`src/rtl/intc_pkg.sv`:
```
package intc_pkg;
    localparam int NSRC   = 6;
    localparam int BANK   = 3;           // sources per register
    localparam int ADDR_W = 8;
    localparam int SRC_SER = 4;
    localparam int SRC_REC = 5;

    typedef struct packed {
        logic              gie;
        logic [NSRC-1:0]   en;
        logic [NSRC-1:0]   flag;
        logic              vec_valid;
        logic [ADDR_W-1:0] vec_addr;
    } intc_state_t;
endpackage

```
`src/rtl/intc_eligible.sv`:
```
module intc_eligible
    import intc_pkg::*;
(
    input  logic            gie,
    input  logic [NSRC-1:0] en,
    input  logic [NSRC-1:0] flag,
    input  logic            adc_pwrdn,
    input  logic            usb_clk_en,
    input  logic            serial_blk_en,
    output logic [NSRC-1:0] elig
);
    for (genvar g = 0; g < NSRC; g++) begin : g_src
        logic side_ok;
        if (g == SRC_REC) begin : g_rec
            assign side_ok = !adc_pwrdn && usb_clk_en;
        end else if (g == SRC_SER) begin : g_ser
            assign side_ok = serial_blk_en;
        end else begin : g_plain
            assign side_ok = 1'b1;
        end
        assign elig[g] = gie && en[g] && flag[g] && side_ok;
    end
endmodule

```
`src/rtl/intc_prio_pick.sv`:
```
module intc_prio_pick #(
    parameter int N      = 6,
    parameter int ADDR_W = 8,
    parameter int BASE   = 4,
    parameter int STEP   = 4
) (
    input  logic [N-1:0]      req,
    output logic              hit,
    output logic [N-1:0]      grant,
    output logic [ADDR_W-1:0] addr
);
    always_comb begin
        hit   = 1'b0;
        grant = '0;
        addr  = '0;
        for (int i = 0; i < N; i++) begin
            if (req[i] && !hit) begin
                hit      = 1'b1;
                grant[i] = 1'b1;
                addr     = ADDR_W'(BASE + STEP * i);
            end
        end
    end
endmodule

```
`src/rtl/prio_intc.sv`:
```
module prio_intc
    import intc_pkg::*;
#(
    parameter int VEC_BASE = 4,
    parameter int VEC_STEP = 4
) (
    input  logic              clk,
    input  logic              rst_n,
    input  logic              reg_sel,
    input  logic              wr_en,
    input  logic [7:0]        wr_data,
    output logic [7:0]        rd_data,
    input  logic [NSRC-1:0]   src_req,
    input  logic              cycle_strobe,
    input  logic              stack_full,
    input  logic              reti_strobe,
    input  logic              ret_strobe,
    input  logic              adc_pwrdn,
    input  logic              usb_clk_en,
    input  logic              serial_blk_en,
    output logic              vec_valid,
    output logic [ADDR_W-1:0] vec_addr
);
    localparam logic [ADDR_W-1:0] REC_ADDR = ADDR_W'(VEC_BASE + VEC_STEP * SRC_REC);
    localparam int HI = NSRC - 1;

    intc_state_t state_d, state_q;

    logic [NSRC-1:0]   elig;
    logic [NSRC-1:0]   grant;
    logic              any_elig;
    logic [ADDR_W-1:0] pick_addr;
    logic              take;

    intc_eligible i_elig (
        .gie           (state_q.gie),
        .en            (state_q.en),
        .flag          (state_q.flag),
        .adc_pwrdn     (adc_pwrdn),
        .usb_clk_en    (usb_clk_en),
        .serial_blk_en (serial_blk_en),
        .elig          (elig)
    );

    intc_prio_pick #(
        .N      (NSRC),
        .ADDR_W (ADDR_W),
        .BASE   (VEC_BASE),
        .STEP   (VEC_STEP)
    ) i_pick (
        .req   (elig),
        .hit   (any_elig),
        .grant (grant),
        .addr  (pick_addr)
    );

    assign take = cycle_strobe && !stack_full && any_elig;

    always_comb begin
        state_d           = state_q;
        state_d.vec_valid = 1'b0;
        // software write comes first
        if (wr_en) begin
            if (!reg_sel) begin
                state_d.gie            = wr_data[0];
                state_d.en[BANK-1:0]   = wr_data[BANK:1];
                state_d.flag[BANK-1:0] = wr_data[BANK+3:4];
            end else begin
                state_d.en[HI:BANK]    = wr_data[BANK-1:0];
                state_d.flag[HI:BANK]  = wr_data[BANK+3:4];
            end
        end
        // acknowledge overrides the write
        if (take) begin
            state_d.flag      = state_d.flag & ~grant;
            state_d.gie       = 1'b0;
            state_d.vec_valid = 1'b1;
            state_d.vec_addr  = pick_addr;
        end
        // interrupt return re-arms
        if (reti_strobe) begin
            state_d.gie = 1'b1;
        end
        // hardware requests win over every clear
        state_d.flag = state_d.flag | src_req;
    end

    always_ff @(posedge clk or negedge rst_n) begin
        if (!rst_n) begin
            state_q <= '0;
        end else begin
            state_q <= state_d;
        end
    end

    always_comb begin
        if (!reg_sel) begin
            rd_data = {1'b0, state_q.flag[BANK-1:0], state_q.en[BANK-1:0], state_q.gie};
        end else begin
            rd_data = {1'b0, state_q.flag[HI:BANK], 1'b0, state_q.en[HI:BANK]};
        end
    end

    assign vec_valid = state_q.vec_valid;
    assign vec_addr  = state_q.vec_addr;

    AST_STROBE_ONLY: assert property (@(posedge clk) disable iff (!rst_n)
        !cycle_strobe |=> !vec_valid);
    AST_NEEDS_GIE: assert property (@(posedge clk) disable iff (!rst_n)
        cycle_strobe && !state_q.gie |=> !vec_valid);
    AST_ACK_MASKS: assert property (@(posedge clk) disable iff (!rst_n)
        vec_valid && !$past(reti_strobe) |-> !state_q.gie);
    AST_STACK_BLOCK: assert property (@(posedge clk) disable iff (!rst_n)
        cycle_strobe && stack_full |=> !vec_valid);
    AST_RETI_SETS: assert property (@(posedge clk) disable iff (!rst_n)
        reti_strobe |=> state_q.gie);
    AST_RET_KEEPS: assert property (@(posedge clk) disable iff (!rst_n)
        ret_strobe && !reti_strobe && !wr_en && !cycle_strobe
        |=> state_q.gie == $past(state_q.gie));
    AST_REC_GATED: assert property (@(posedge clk) disable iff (!rst_n)
        vec_valid && vec_addr == REC_ADDR |-> $past(usb_clk_en && !adc_pwrdn));
    AST_ADDR_HOLD: assert property (@(posedge clk) disable iff (!rst_n)
        !vec_valid |-> $stable(vec_addr));

    for (genvar g = 0; g < NSRC; g++) begin : g_req_chk
        AST_REQ_SETS: assert property (@(posedge clk) disable iff (!rst_n)
            src_req[g] |=> state_q.flag[g]);
    end
endmodule

```
`config.mk`:
```
export PLATFORM = sky130hd
export DESIGN_NAME = prio_intc
export DESIGN_NICKNAME = d
export VERILOG_FILES = /design/src/rtl/intc_pkg.sv /design/src/rtl/intc_eligible.sv /design/src/rtl/intc_prio_pick.sv /design/src/rtl/prio_intc.sv
export SDC_FILE = /design/constraint.sdc
export NUM_CORES = 1
export LEC_CHECK = 0
export BUFFER_PORTS_ARGS = -buffer_cell sky130_fd_sc_hd__buf_4
export CELL_PAD_IN_SITES_DETAIL_PLACEMENT = 0
export CELL_PAD_IN_SITES_GLOBAL_PLACEMENT = 1
export CORE_MARGIN = 2
export CORE_UTILIZATION = 34
export DETAILED_ROUTE_END_ITERATION = 8
export PLACE_DENSITY = 0.84
export SKIP_CTS_REPAIR_TIMING = 1
export SYNTH_ARGS = -nofsm -noshare
export SYNTH_HDL_FRONTEND = slang
export SYNTH_SLANG_ARGS = --single-unit
```
`constraint.sdc`:
```
create_clock -name clk -period 1.55 [get_ports clk]
set_input_delay 0.31 -clock clk [delete_from_list [all_inputs] [get_ports clk]]
set_output_delay 0.31 -clock clk [all_outputs]
set_load 0.02 [all_outputs]
```
# After elaboration in Yosys (flattened, before gate mapping)
# Index checks and enable logic that the tools add are counted.
totals:
  register_bits: 22
  output_inout_bits: 17
  inputBits: 25
op_classes:
  reduce_logical: 33
  muxes: 27
  bitwise: 4
  eq_ne: 1
ops:
  columns: ["operator", "n"]
  rows:
  - ["1-bit logical AND", 22]
  - ["15-bit two-way mux", 1]
  - ["3-bit two-way mux", 5]
  - ["5-bit two-way mux", 3]
  - ["1-bit two-way mux", 14]
  - ["13-bit two-way mux", 1]
  - ["4-bit two-way mux", 2]
  - ["1-bit zero test", 7]
  - ["7-bit two-way mux", 1]
  - ["6-bit bitwise AND", 1]
  - ["6-bit NOT", 1]
  - ["6-bit OR", 1]
  - ["2-bit AND reduction", 3]
  - ["3-bit by 1-bit inequality test with 1-bit output (second input constant)", 1]
  - ["3-bit nonzero test", 1]
  - ["1-bit NOT", 1]

# Longest topological paths before layout
logic_depth:
  ltp_word: 22
  depth_mapped: 5
  depth_no_buf: 4

# Modules after synthesis
# A second synthesis with hierarchy kept.
hier_totals:
  hier_cells: 109
  hier_area_um2: 1291.2
by_module_without_submodules:
  columns: ["module", "cells_each", "area_each_um2", "seq_area_each_um2", "instances"]
  rows:
  - ["prio_intc", 80, 1087.3, 550.5, 1]
  - ["intc_prio_pick", 22, 141.4, 0.0, 1]
  - ["intc_eligible", 7, 62.6, 0.0, 1]

# Least setup slack after synthesis
# No wires, ideal clock.
synth_timing:
  path_type: "flip-flop to flip-flop"
  startpoint: "register state_q[11] (netlist bit)"
  endpoint: "register state_q[13] (netlist bit)"
  path_stages_with_launch: 5
  path_slack_ns: 0.262
  required_ns: 1.426
  n_path_buf: 0
  arrival_ns: 1.164
  cell_sequence: "dfrtp_1 a222oi_1 a21boi_1 nor4b_2 o21bai_1"
synth_rtl:
  columns: ["element", "line", "rtl"]
  rows:
  - ["start, declared", "prio_intc.sv:27", "intc_state_t state_d, state_q;"]
  - ["start signal, assigned", "prio_intc.sv:92", "state_q <= state_d;"]

# Worst setup path after layout
layout_timing:
  startpoint: "register state_q[21] (netlist bit)"
  endpoint: "output rd_data[0]"
layout_between:
  elab_chain_cells: 1
layout_lines:
  columns: ["element", "line", "rtl"]
  rows:
  - ["7-bit two-way mux", "prio_intc.sv:97", "if (!reg_sel) begin"]
  - ["end, declared", "prio_intc.sv:12", "output logic [7:0] rd_data,"]
# No other way between the ends.

==> impl_metrics.json <==
{
  "combPwrFrac": 0.336,
  "worst-path-max-fanout": 7,
  "synthAdderAreaFrac": 0,
  "synth_top_family_by_area": "multiplexers",
  "fill_cells": 271,
  "fp.coreArea_sq_mm": 0.00271,
  "drt_iter0_drc": 7,
  "synth.area.top_cells": "dfrtp_1 (45%), mux2_2 (14%), mux2i_1 (7.3%), o21bai_1 (5.5%), buf_4 (4.7%)",
  "switching_share": 0.334,
  "num_vias": 796,
  "fp-row-count": 19,
  "cts_tree": "yes",
  "cts-htree-levels": 1,
  "grt.busiest_layer": "met2",
  "crit_end": "rd_data[0]",
  "drc": 0,
  "grt.overflow.total": 0,
  "p_seq_frac": 0.465,
  "synthSimpleGateAreaFrac": 0.149,
  "setup_violations": 0,
  "synthArstFlopShare": 1.00,
  "drt_pass1_iterations": 4,
  "clock_power_share": 0.198,
  "final_cell_mix": "buf_4 (35), dfrtp_1 (16), mux2_2 (12), mux2i_1 (7), o21bai_1 (7)",
  "drt_wl_total_um": 2300,
  "max_freq_ghz": 0.664,
  "r2r_slack_ns": 0.11,
  "gp_congestion": 0.769,
  "synth_warnings": 0,
  "ys_ff_latch": 17,
  "startpoint_type": "flop",
  "grt_use_met1": 0.189,
  "rsz0062_at_grt": "true",
  "vdd_drop_max_mv": 0.458,
  "slowest_stage": "dfrtp_2",
  "diodes": 0,
  "power.internal_w": 0.000801,
  "min_period_ns": 1.51,
  "nNetsFinal": 150,
  "grt_usage": 0.150,
  "cts_buffers": 3,
  "r2r_end": "state_q[13]",
  "drv_cap": 0,
  "fin_crit_sh": 0.971,
  "first_global_vias": 837,
  "grt_util_met2": 0.259,
  "seqCellArea_sq_um": 427,
  "syn_avg_cell_area_sq_um": 11.0,
  "drive_gt1_frac": 0.427,
  "ant_nets": 0,
  "p_per_area_mw_per_mm2": 957,
  "start_util": 0.352,
  "multi_input_area_sq_um": 493,
  "pin_count": 42,
  "r2r_start": "state_q[17]",
  "placed_cells": 150,
  "synth_ff_type": "dfrtp_1",
  "synthToLayoutAreaGrowth_pct": 31.7,
  "switchingPower_w": 0.000402,
  "max-clock-path-buffers": 2,
  "startpoint": "state_q[21]",
  "arrival_ns": 1.20,
  "p_leak_nw": 0.585,
  "wl_per_cell_um": 14.8,
  "die_x_um": 57.0,
  "io_buffers": 33,
  "skew_ns": 0.00277,
  "routed_via_density": 5.14,
  "use_met3": 0.0272,
  "ys_types": 27,
  "placed_area_sq_mm": 0.00122,
  "fin_area_sq_mm": 0.00126,
  "status": "completed",
  "grt_first_pass_wirelength_um": 3760,
  "cpPeakStageDelay_ns": 0.47,
  "final_cells": 155,
  "yosysTopAreaCellShare": 0.446,
  "critPathCaptureType": "output port",
  "synth_compound_area_frac": 0.128,
  "die_h_um": 57.0,
  "antenna_found_initial": 0,
  "die_area_sq_mm": 0.00325,
  "syn_area_sq_um": 955,
  "layout_commonest_cell": "buf_4",
  "hold_viol": 0,
  "critical_path_class": "flop to output port",
  "synthMuxAreaShare": 0.215,
  "r2r_cells": 4,
  "cp.required_ns": 1.24,
  "ys_seq_area_frac": 0.446,
  "cts_sinks": 17,
  "synth_top_area_cell": "dfrtp_1",
  "clkLatencyLatePin_ns": 0.29,
  "hpwlAfterDp_um": 1830,
  "hold_path.class": "primary input to flop",
  "synth_xor_area_frac": 0,
  "setup_tns_ns": 0,
  "clk_pin_slew_ns": 0.10,
  "slew_violations": 0,
  "cts_root_buf": "clkbuf_4",
  "grt_max_degree": 18,
  "syn_inst": 87,
  "synth_edf_count": 0,
  "path_cells": "mux2_2 -> buf_4"
}
-- state kept, by name, summed over array words and instances, names as in the netlist --
| register | count |
|---|---|
| vec_valid | 1 |
| state_q | 13 |
| vec_addr | 3 |
-- power groups by stage --
stage          clock network (W)  registers (W)  logic [W]
6_report                0.000239       0.000560   0.000404
5_1_grt                 0.000277       0.000570   0.000439
4_1_cts                 0.000253       0.000560   0.000408
3_5_place_dp                   0       0.000569   0.000405
3_3_place_gp                   0       0.000565   0.000395
2_1_floorplan                  0       0.000587   0.000219
-- worst min path at each step --
stage               depth (start not counted)  slack [ns]     endpoint        from
floorplan                                   0        0.01  state_q[10]       rst_n
global placement                            1        0.19  state_q[15]       rst_n
detailed placement                          1        0.19  state_q[13]       rst_n
CTS                                         1       -0.14  state_q[13]       rst_n
global route                                2        0.20  state_q[11]  src_req[2]
finish                                      2        0.21  state_q[14]  src_req[5]
-- layer usage --
layer  share of wire  routed length, um  up-vias
met5               0                  0        -
met4          0.0065                 15        0
met3           0.051                116        2
met2            0.51               1180       27
met1            0.43                986      384
li1                -                  -      383
-- per-stage QoR --
| stage | util | worst slack (ns) | hold WS (ns) | power, W |
|---|---|---|---|---|
| floorplan | - | 0.262 | 0.0144 | 0.000805 |
| global placement | 0.450 | 0.101 | 0.186 | 0.000960 |
| detailed placement | 0.450 | 0.0876 | 0.192 | 0.000975 |
| CTS | 0.460 | 0.0159 | -0.135 | 0.00122 |
| global route | 0.464 | -0.0300 | 0.200 | 0.00129 |
| finish | 0.464 | 0.0444 | 0.211 | 0.00120 |
-- synthesized netlist by cell type (2+ instances only) --
cell type / number
mux2_2: 12
dfrtp_1: 17
buf_2: 2
nor2b_1: 3
nand3_1: 3
o21bai_1: 7
nor2_1: 2
nand2_1: 6
a21oi_1: 5
buf_4: 6
mux2i_1: 7
nor3b_1: 2
-- worst max-delay path: cells and delay by family, from the launching register on --
kind                   cells  cell delay, ns
DFF                        1            0.47
muxes                      1            0.28
buffers and inverters      1            0.16
-- kinds of logic (layout without fill, tap and decap cells) --
group | after synthesis | in the layout
mux | 19 | 19
flops | 17 | 17
simple gates | 24 | 24
buf+inv | 8 | 40
other cells | 1 | 6
compound gates | 18 | 18
-- area by class of cell --
| class | count | share of cell area |
|---|---|---|
| Timing Repair Buffer | 36 | 0.217 |
| Tap cell | 31 | 0.0308 |
| Clock buffer | 4 | 0.0209 |
| Sequential cell | 17 | 0.339 |
| Multi-Input combinational cell | 67 | 0.392 |
(Power assumes the default switching activity.)
